File: config.mk
export PLATFORM = sky130hd
export DESIGN_NAME = opcode_page_stack
export DESIGN_NICKNAME = d
export VERILOG_FILES = /design/src/rtl/opage_pkg.sv /design/src/rtl/opage_ctrl.sv /design/src/rtl/opage_stack.sv /design/src/rtl/opcode_page_stack.sv
export SDC_FILE = /design/constraint.sdc
export NUM_CORES = 1
export LEC_CHECK = 0
export ABC_AREA = 0
export BUFFER_PORTS_ARGS = -buffer_cell sky130_fd_sc_hd__buf_4
export CORE_UTILIZATION = 35
export CTS_CLUSTER_SIZE = 25
export DETAILED_ROUTE_END_ITERATION = 12
export SETUP_SLACK_MARGIN = 0.4
export SLEW_MARGIN = 20
export SYNTH_ARGS = -nofsm -noshare
export SYNTH_HDL_FRONTEND = slang
export SYNTH_SLANG_ARGS = --single-unit
File: constraint.sdc
create_clock -name clk -period 8.94 [get_ports clk]
set_input_delay 1.788 -clock clk [delete_from_list [all_inputs] [get_ports clk]]
set_output_delay 1.788 -clock clk [all_outputs]
set_load 0.05 [all_outputs]
File: src/rtl/opage_pkg.sv
package opage_pkg;
  localparam int PAGE_W = 3;
  localparam int LEN_W  = 4;

  typedef enum logic [1:0] {
    CMD_NONE  = 2'd0,
    CMD_PUSH  = 2'd1,
    CMD_POP   = 2'd2,
    CMD_CLEAR = 2'd3
  } cmd_e;

  typedef struct packed {
    logic [PAGE_W-1:0] page;
    logic [LEN_W-1:0]  len;
  } entry_t;

  localparam int ENTRY_W = $bits(entry_t);

  // one action strobe per cycle at most
  typedef struct packed {
    logic clearAll;
    logic push;
    logic popOne;
    logic ovfSet;
    logic csrWr;
    logic cutBranch;
    logic decTop;
    logic popExpired;
  } strobe_t;
endpackage

File: src/rtl/opage_ctrl.sv
module opage_ctrl
  import opage_pkg::*;
#(
  parameter int DEPTH   = 4,
  parameter int DEPTH_W = $clog2(DEPTH + 1)
) (
  input  logic               clk,
  input  logic               rstN,
  input  logic [1:0]         cmdOp,
  input  logic               csrWrEn,
  input  logic               branchTaken,
  input  logic               retire,
  input  logic [DEPTH_W-1:0] depth,
  input  logic [LEN_W-1:0]   topLen,
  output strobe_t            st
);
  localparam logic [LEN_W-1:0] LEN_PERM = '1;

  cmd_e cmd;
  logic notEmpty;
  logic full;
  logic permTop;

  assign cmd      = cmd_e'(cmdOp);
  assign notEmpty = depth != '0;
  assign full     = depth == DEPTH_W'(DEPTH);
  assign permTop  = topLen == LEN_PERM;

  // priority: command, register write, branch, retirement
  always_comb begin
    st = '0;
    unique case (cmd)
      CMD_CLEAR: st.clearAll = 1'b1;
      CMD_PUSH: begin
        if (full) st.ovfSet = 1'b1;
        else      st.push   = 1'b1;
      end
      CMD_POP: begin
        if (notEmpty) st.popOne = 1'b1;
      end
      default: begin
        if (csrWrEn) begin
          if (notEmpty) st.csrWr = 1'b1;
        end else if (branchTaken) begin
          st.cutBranch = 1'b1;
        end else if (retire && notEmpty && !permTop) begin
          if (topLen <= LEN_W'(1)) st.popExpired = 1'b1;
          else                     st.decTop     = 1'b1;
        end
      end
    endcase
  end

  // never more than one action in a cycle
  p_single_action_r10: assert property (@(posedge clk) disable iff (!rstN)
    $onehot0(st));

  // a pending command blocks register writes and ageing
  p_cmd_first_r10: assert property (@(posedge clk) disable iff (!rstN)
    (cmdOp != 2'd0) |-> !(st.csrWr || st.cutBranch || st.decTop || st.popExpired));
endmodule

File: src/rtl/opage_stack.sv
module opage_stack
  import opage_pkg::*;
#(
  parameter int DEPTH   = 4,
  parameter int DEPTH_W = $clog2(DEPTH + 1)
) (
  input  logic               clk,
  input  logic               rstN,
  input  strobe_t            st,
  input  entry_t             pushEntry,
  input  entry_t             csrEntry,
  output logic [DEPTH_W-1:0] depth,
  output entry_t             topEntry,
  output logic               overflow
);
  localparam int IDX_W = (DEPTH > 1) ? $clog2(DEPTH) : 1;
  localparam logic [LEN_W-1:0] LEN_PERM = '1;

  entry_t [DEPTH-1:0] slotVec;
  logic   [IDX_W-1:0] topIdx;
  logic   [DEPTH_W-1:0] keepCnt;

  assign topIdx   = IDX_W'(depth - DEPTH_W'(1));
  assign topEntry = (depth == '0) ? entry_t'('0) : slotVec[topIdx];

  // length of the permanent run from the bottom, for branch truncation
  always_comb begin
    logic run;
    run     = 1'b1;
    keepCnt = '0;
    for (int i = 0; i < DEPTH; i++) begin
      if (run && (DEPTH_W'(i) < depth) && (slotVec[i].len == LEN_PERM))
        keepCnt = DEPTH_W'(i + 1);
      else
        run = 1'b0;
    end
  end

  for (genvar g = 0; g < DEPTH; g++) begin : gSlot
    entry_t ent;
    logic   isTop;
    assign isTop = (depth != '0) && (topIdx == IDX_W'(g));

    always_ff @(posedge clk or negedge rstN) begin
      if (!rstN) begin
        ent <= '0;
      end else if (st.push && depth == DEPTH_W'(g)) begin
        ent <= pushEntry;
      end else if (st.csrWr && isTop) begin
        ent <= csrEntry;
      end else if (st.decTop && isTop) begin
        ent.len <= ent.len - LEN_W'(1);
      end
    end

    assign slotVec[g] = ent;
  end

  always_ff @(posedge clk or negedge rstN) begin
    if (!rstN) begin
      depth <= '0;
    end else if (st.clearAll) begin
      depth <= '0;
    end else if (st.push) begin
      depth <= depth + DEPTH_W'(1);
    end else if (st.popOne || st.popExpired) begin
      depth <= depth - DEPTH_W'(1);
    end else if (st.cutBranch) begin
      depth <= keepCnt;
    end
  end

  always_ff @(posedge clk or negedge rstN) begin
    if (!rstN)          overflow <= 1'b0;
    else if (st.ovfSet) overflow <= 1'b1;
  end

  p_depth_bound_r2: assert property (@(posedge clk) disable iff (!rstN)
    depth <= DEPTH_W'(DEPTH));

  p_push_grows_r2: assert property (@(posedge clk) disable iff (!rstN)
    st.push |=> depth == $past(depth) + DEPTH_W'(1));

  p_full_hold_r3: assert property (@(posedge clk) disable iff (!rstN)
    st.ovfSet |=> (overflow && $stable(depth)));

  p_ovf_sticky_r3: assert property (@(posedge clk) disable iff (!rstN)
    overflow |=> overflow);

  p_pop_one_r4: assert property (@(posedge clk) disable iff (!rstN)
    st.popOne |=> depth == $past(depth) - DEPTH_W'(1));

  p_clear_empty_r5: assert property (@(posedge clk) disable iff (!rstN)
    st.clearAll |=> depth == '0);

  p_no_dec_perm_r7: assert property (@(posedge clk) disable iff (!rstN)
    st.decTop |-> topEntry.len != LEN_PERM);

  p_cut_perm_r8: assert property (@(posedge clk) disable iff (!rstN)
    st.cutBranch |=> (depth == '0 || topEntry.len == LEN_PERM));
endmodule

File: src/rtl/opcode_page_stack.sv
module opcode_page_stack
  import opage_pkg::*;
#(
  parameter int DEPTH   = 4,
  parameter int DEPTH_W = $clog2(DEPTH + 1)
) (
  input  logic               clk,
  input  logic               rstN,
  input  logic [1:0]         cmdOp,
  input  logic [PAGE_W-1:0]  cmdPage,
  input  logic [LEN_W-1:0]   cmdLen,
  input  logic               retire,
  input  logic               branchTaken,
  input  logic               csrWrEn,
  input  logic [ENTRY_W-1:0] csrWrData,
  output logic [PAGE_W-1:0]  curPage,
  output logic [ENTRY_W-1:0] csrRdData,
  output logic [DEPTH_W-1:0] depth,
  output logic               overflow
);
  strobe_t st;
  entry_t  topEntry;
  entry_t  pushEntry;
  entry_t  csrEntry;

  assign pushEntry = '{page: cmdPage, len: cmdLen};
  assign csrEntry  = entry_t'(csrWrData);

  opage_ctrl #(.DEPTH(DEPTH), .DEPTH_W(DEPTH_W)) uCtrl (
    .clk        (clk),
    .rstN       (rstN),
    .cmdOp      (cmdOp),
    .csrWrEn    (csrWrEn),
    .branchTaken(branchTaken),
    .retire     (retire),
    .depth      (depth),
    .topLen     (topEntry.len),
    .st         (st)
  );

  opage_stack #(.DEPTH(DEPTH), .DEPTH_W(DEPTH_W)) uStack (
    .clk      (clk),
    .rstN     (rstN),
    .st       (st),
    .pushEntry(pushEntry),
    .csrEntry (csrEntry),
    .depth    (depth),
    .topEntry (topEntry),
    .overflow (overflow)
  );

  assign curPage   = topEntry.page;
  assign csrRdData = topEntry;
endmodule

==> results of run 1 <==
per-layer routing:
metal / GRT usage, % / part of all wire (%) / vias to the layer above / wire length [µm]
met4: 5.772 / 1.8 / 0 / 123
met5: 0 / 0 / - / 0
met1: 25.97 / 47 / 1097 / 3269
li1: - / - / 1092 / -
met3: 3.324 / 6.3 / 12 / 441
met2: 30.95 / 45 / 80 / 3154
sequential cells by signal, summed over array words and instances (netlist names):
signal            count
uStack.gSlot.ent     28
uStack.depth          3
uStack.overflow       1
metrics by stage:
step / hold WS, ns / instance area, µm² / setup WS [ns] / total power, µW
4_1_cts: 0.4805 / 3032 / 4.200 / 1045
3_3_place_gp: 0.4593 / 2954 / 4.606 / 917.6
6_report: 0.4758 / 3032 / 4.189 / 1040
2_1_floorplan: 0.4413 / 2670 / 4.619 / 798.8
5_1_grt: 0.5003 / 3032 / 4.040 / 1123
3_5_place_dp: 0.4638 / 2954 / 4.522 / 932.0
kinds of logic after synthesis:
| group | after synthesis | synth area share (%) |
|---|---|---|
| DFF | 32 | 29.99 |
| xor gates and xnor gates | 13 | 4.264 |
| buffers and inverters | 30 | 5.811 |
| muxes | 30 | 16.03 |
| adders and majority gates | 13 | 6.092 |
| and+or+nand+nor | 114 | 23.15 |
| AOI/OAI and AO/OA | 64 | 14.67 |
worst max path at each step:
stage	from	slack [ns]	cells after the start	endpoint
after floorplan	uStack.depth[0]	4.62	7	csrRdData[1]
after global placement	uStack.depth[0]	4.61	6	csrRdData[1]
after detailed placement	uStack.depth[0]	4.52	6	csrRdData[1]
after CTS	uStack.depth[0]	4.20	6	csrRdData[1]
after global routing	uStack.depth[0]	4.04	6	csrRdData[1]
final	uStack.depth[0]	4.19	6	csrRdData[1]
worst reg2reg max path, cell delays in order (launching register included):
cell and delay, ns:
dfrtp_1 0.80, inv_1 0.26, ha_1 0.66, mux4_2 0.58, nor2_1 0.25, nand3_1 0.11
nor4bb_4 0.20, nor3_4 0.28, mux2_2 0.36
power breakdown:
part / internal (µW) / switching [µW]
registers: 211 / 89.7
clock network: 52.9 / 55.3
logic: 277 / 353
Yosys cell counts (3+ instances only):
cell and n:
xnor2_1 13, and2_1 7, nor3_1 6, a22oi_1 3, a21oi_1 7, nor3_2 3, nand3_1 10, a32oi_1 3
nand2_1 52, nor3b_1 3, mux4_2 5, buf_6 3, or2_4 3, nor2b_1 3, mux2_2 3, nor2_1 10
dfrtp_1 32, inv_1 14, mux2_4 9, ha_1 13, o21ai_0 37, clkbuf_1 7, mux2i_1 12, buf_4 5
cell type report:
cell class                 instances  area, µm²  share of cell area (%)
clock buffer                       6      72.57                   2.394
clock inverter                     1      5.005                  0.1651
inverter                          14      52.55                   1.733
multi-input combinational        234       1714                   56.54
sequential                        32      800.8                   26.41
timing repair buffer              35      262.8                   8.667
tap                               99      123.9                   4.086
==> metrics.md, run 1 <==
| Metric | Value |
|---|---|
| Max Root-Sink Buffers | `2` |
| Synthesized netlist cell count | `296` |
| Setup TNS | `0 ns` |
| PD cells | `342.9 nW/µm²` |
| Max Fanout on Critical Path | `15` |
| R2R cell count | `8` |
| Hold Crit Class | `reg -> reg` |
| Async set-reset flop share out of synthesis | `100.0%` |
| Final hold violation count | `0` |
| Crit path largest cell delay | `0.80 ns` |
| First-pass GRT wire length | `11.23 mm` |
| Routed wirelength normalized by instance count | `16.60 µm` |
| Slew Viols, Final | `0` |
| CP endpoint kind | `output port` |
| DRT Wirelength | `6.988 mm` |
| Mean post-synth cell area | `9.020 µm²` |
| RR Startpoint | `uStack.depth[0]` |
| Commonest non-fill, non-tap cell in the layout | `nand2_1` |
| Row count | `31` |
| Root Buffer | `clkbuf_8` |
| Rel. slew slack | `44.66%` |
| Max VDD drop | `187.4 µV` |
| Routability congestion estimate | `0.8445` |
| Initial drt markers | `119` |
| Syn_nets | `330` |
| Largest net degree at the start of global routing | `33` |
| Total congestion overflow | `0` |
| Worst R2R Setup Slack | `5.32 ns` |
| Diode count | `0` |
| Max-cap viol count | `0` |
| Status | `finished clean` |
| Most frequent cells in the layout | `nand2_1, o21ai_0, buf_4` |
| Crit path cell chain | `inv_1 > ha_1 > mux4_2 > inv_1 > nor2_1 > buf_4` |
| Setup violators final | `0` |
| Leakage power | `0.001360 µW` |
| Synth cell types | `50` |
| Die Ht | `89.34 µm` |
| Final ANT Viol Nets | `0` |
| RSZ-0062 raised after global routing | `no` |
| Die footprint | `7982 µm²` |
| I/O Pins | `35` |
| Delay-heaviest family, CP | `flip-flops` |
| Post-Syn Area | `2670 µm²` |
| Reg clk slew, reported paths | `0.07 ns` |
| Clock Skew | `0.008997 ns` |
| Predominant post-synthesis flop cell | `dfrtp_1` |
| Number of enable flip-flop cells after synthesis | `0` |
| Warnings from Yosys | `0` |
| Critical Path Most Common Cell | `inv_1` |
| Hold_sp | `uStack.gSlot[3].ent[5]` |
| Register area share after synthesis | `29.99%` |
| Leading area contributor after synthesis | `dfrtp_1` |
| R2R Path End | `uStack.gSlot[3].ent[2]` |
| Num CTS Buffers | `5` |
| Clock sink total | `32` |
| Detail Placement HPWL | `5.080 mm` |
| Core ar. | `7331 µm²` |
| Fill cells | `740` |
| Inst Count DP | `414` |
| Slowest stage cell, crit path | `dfrtp_1` |
| Vias in the first global route | `2205` |
| Clock Latency Late Sink | `0.29 ns` |
| DRC violations left | `0` |
| Hold Path End | `uStack.gSlot[3].ent[5]` |
| Final std cells w/o fill | `421` |
| Final Util | `41.36%` |
| Worst-Margin Slew | `0.8270 ns` |
| Fmax | `210.5 MHz` |
| Hold depth | `2` |
| Initial core utilization | `36.42%` |
| CTS tree | `yes` |
| Period Utilization, post-route | `53.14%` |
| Gr usage total | `19.08%` |
| Worst EP required | `7.15 ns` |
| Area growth syn-to-layout | `13.54%` |
| CP Data Arrival Time | `2.96 ns` |
| Setup repair bufs after CTS | `0` |
| Crit path buf inv count | `3` |
| CTS H-tree depth | `2` |
| Area contributors post-synth | `dfrtp_1, nand2_1, o21ai_0` |
| Nets | `356` |
| Tmin final | `4.751 ns` |
| TritonRoute pass-1 iters | `4` |
| Synthesized flop and latch total | `32` |
| Worst setup path class | `reg -> out` |
| Vias post-DR | `2281` |
| Yosys top cell area share | `29.99%` |
| Die W | `89.34 µm` |
| Hold Buf Count CTS | `0` |
| Initial antenna violation count | `0` |
| Worst Setup Start Kind | `flop` |
| Resized Gates After CTS | `0` |
| Vias per inst | `5.418` |
| Layout cells sized above 1 | `22.36%` |
| IO buf count | `34` |
Power figures use the tool's default switching activity.
==> inputs of run 2 (changes only) <==
==> constraint.sdc (replaced) <==
create_clock -name clk -period 5 [get_ports clk]
set_input_delay 1 -clock clk [delete_from_list [all_inputs] [get_ports clk]]
set_output_delay 1 -clock clk [all_outputs]
set_load 0.05 [all_outputs]
==> metrics.md, run 2 (synthesis gave the netlist of run 1 again) <==
| Metric | Value |
|---|---|
| CP Data Arrival Time | `2.96 ns (about the same)` |
| Slowest stage cell, crit path | `dfrtp_1` |
| Num CTS Buffers | `5 (unchanged)` |
| Worst setup path class | `reg -> out` |
| DRT Wirelength | `6.950 mm (-0.54%)` |
| Setup repair bufs after CTS | `0 (unchanged)` |
| Largest registers | `uStack.gSlot.ent x28, uStack.depth x3, uStack.overflow x1` |
| Routed wirelength normalized by instance count | `16.47 µm (-0.78%)` |
| Worst EP required | `4.00 ns (-3.15 ns)` |
| Detail Placement HPWL | `5.092 mm (+0.23%)` |
| IO buf count | `34 (unchanged)` |
| Max Fanout on Critical Path | `15 (unchanged)` |
| Die W | `89.34 µm (unchanged)` |
| Post-route cell area | `3080 µm² (+1.6%)` |
| Register area | `800.8 µm² (unchanged)` |
| Fmax | `252.5 MHz` |
| Reg clk slew, reported paths | `0.07 ns (about the same)` |
| Most frequent cells in the layout | `nand2_1, o21ai_0, buf_4` |
| DRC violations left | `0 (unchanged)` |
| Die footprint | `7982 µm² (unchanged)` |
| Nets | `356 (unchanged)` |
| Resized Gates After CTS | `0 (unchanged)` |
| Setup TNS | `0 ns (unchanged)` |
| Total congestion overflow | `0 (unchanged)` |
| Layout cells sized above 1 | `22.91% (+0.55 points)` |
| Initial core utilization | `36.42% (unchanged)` |
| Area growth syn-to-layout | `15.37%` |
| Fill cells | `738 (-0.27%)` |
| Vias post-DR | `2259 (-0.96%)` |
| PD cells | `634.2 nW/µm² (+85%)` |
| TritonRoute pass-1 iters | `4 (unchanged)` |
| Routability congestion estimate | `0.8704 (+3.1%)` |
| Initial drt markers | `172 (+45%)` |
| Worst Setup Start Kind | `flop` |
| Slew Viols, Final | `0 (unchanged)` |
| I/O Pins | `35 (unchanged)` |
| Clock sink total | `32 (unchanged)` |
| Clock Skew | `0.005019 ns (-0.003978 ns)` |
| Status | `finished clean` |
| Max reg flops | `28 (unchanged)` |
| Max-cap viol count | `0 (unchanged)` |
| Vias per inst | `5.353 (-1.2%)` |
| Initial antenna violation count | `0 (unchanged)` |
| CP endpoint kind | `output port` |
| Worst-Margin Slew | `0.9022 ns (+0.07525 ns)` |
| Row count | `31 (unchanged)` |
| Gr usage total | `19.37% (+0.29 points)` |
| First-pass GRT wire length | `11.41 mm (+1.6%)` |
| Final hold violation count | `0 (unchanged)` |
| Max VDD drop | `318.3 µV (+70%)` |
| Clock Latency Late Sink | `0.30 ns (about the same)` |
| Tmin final | `3.960 ns` |
| Period Utilization, post-route | `79.21%` |
| Die Ht | `89.34 µm (unchanged)` |
| Vias in the first global route | `2206 (+0.045%)` |
| Final std cells w/o fill | `422 (+0.24%)` |
| Final ANT Viol Nets | `0 (unchanged)` |
| Diode count | `0 (unchanged)` |
| Hold Buf Count CTS | `0 (unchanged)` |
| Footprint of the multi-input gates | `1714 µm² (unchanged)` |
| Core ar. | `7331 µm² (unchanged)` |
| Crit path cell chain | `inv_1 > ha_1 > mux4_2 > inv_1 > nor2_1 > buf_4` |
| CTS H-tree depth | `2 (unchanged)` |
| CTS tree | `yes` |
| Leakage power | `0.001383 µW (+1.7%)` |
| Critical Path Most Common Cell | `inv_1` |
| Placed Area | `2954 µm² (unchanged)` |
| Inst Count DP | `414 (unchanged)` |
| Rel. slew slack | `39.63% (-5.0 points)` |
| Most flops, register | `uStack.gSlot.ent` |
| Hold Crit Class | `reg -> reg` |
| Commonest non-fill, non-tap cell in the layout | `nand2_1` |
| Largest net degree at the start of global routing | `33 (unchanged)` |
| Crit path largest cell delay | `0.80 ns (about the same)` |
| Tot Pwr | `1954 µW (+88%)` |
| Max Root-Sink Buffers | `2 (unchanged)` |
| Root Buffer | `clkbuf_8` |
| RSZ-0062 raised after global routing | `no` |
| Setup violators final | `0 (unchanged)` |
-- run 2: routing by layer --
layer  GRT usage [%]  wire (µm)  vias to the layer above  share of wire [%]
met5               0          0                        -                  0
met3           3.601        481                        9                6.9
met1           26.02       3155                     1086                 45
met2           31.71       3230                       70                 46
met4           5.772         83                        0                1.2
li1                -          -                     1094                  -
-- run 2: worst paths after layout --
kind                                        start                     end  slack [ns]  depth (start not counted)
setup reg to reg                  uStack.depth[0]  uStack.gSlot[3].ent[2]        1.37                          8
setup / recovery                  uStack.depth[0]            csrRdData[1]        1.04                          6
min in group asynchronous                    rstN  uStack.gSlot[0].ent[0]        0.63                          1
hold / removal             uStack.gSlot[3].ent[5]  uStack.gSlot[3].ent[5]        0.48                          2
max in group asynchronous                    rstN  uStack.gSlot[0].ent[4]        4.06                          1
hold reg to reg            uStack.gSlot[3].ent[5]  uStack.gSlot[3].ent[5]        0.48                          2
-- run 2: power by group --
part	leakage [µW]	switching (µW)	internal [µW]	total, µW
registers	0.000399	155	378	532
clock network	0.0000645	111	176	287
logic	0.000919	640	495	1130
total	0.00138	905	1050	1950
-- run 2: layout make-up --
| class | instances | share of cell area [%] |
|---|---|---|
| clock buffer | 7 | 3.128 |
| sequential | 32 | 26.00 |
| tap | 99 | 4.021 |
| multi-input combinational | 234 | 55.65 |
| inverter | 14 | 1.706 |
| clock inverter | 1 | 0.9748 |
| timing repair buffer | 35 | 8.530 |
-- run 2: worst max-delay path: cells and delay by family (launching register included) --
| kind | cells | cell delay, ns |
|---|---|---|
| adder cells (fa/ha/maj) | 1 | 0.64 |
| buffers and inverters | 3 | 0.58 |
| flip-flops | 1 | 0.80 |
| AND/OR/NAND/NOR | 1 | 0.05 |
| multiplexers | 1 | 0.58 |
-- run 2: through the flow --
step	hold WS [ns]	setup slack [ns]	util, %
2_1_floorplan	0.4413	1.467	-
4_1_cts	0.4819	1.033	42.02
6_report	0.4831	1.040	42.02
3_5_place_dp	0.4636	1.357	40.30
3_3_place_gp	0.4616	1.462	40.30
5_1_grt	0.5261	0.8494	42.02
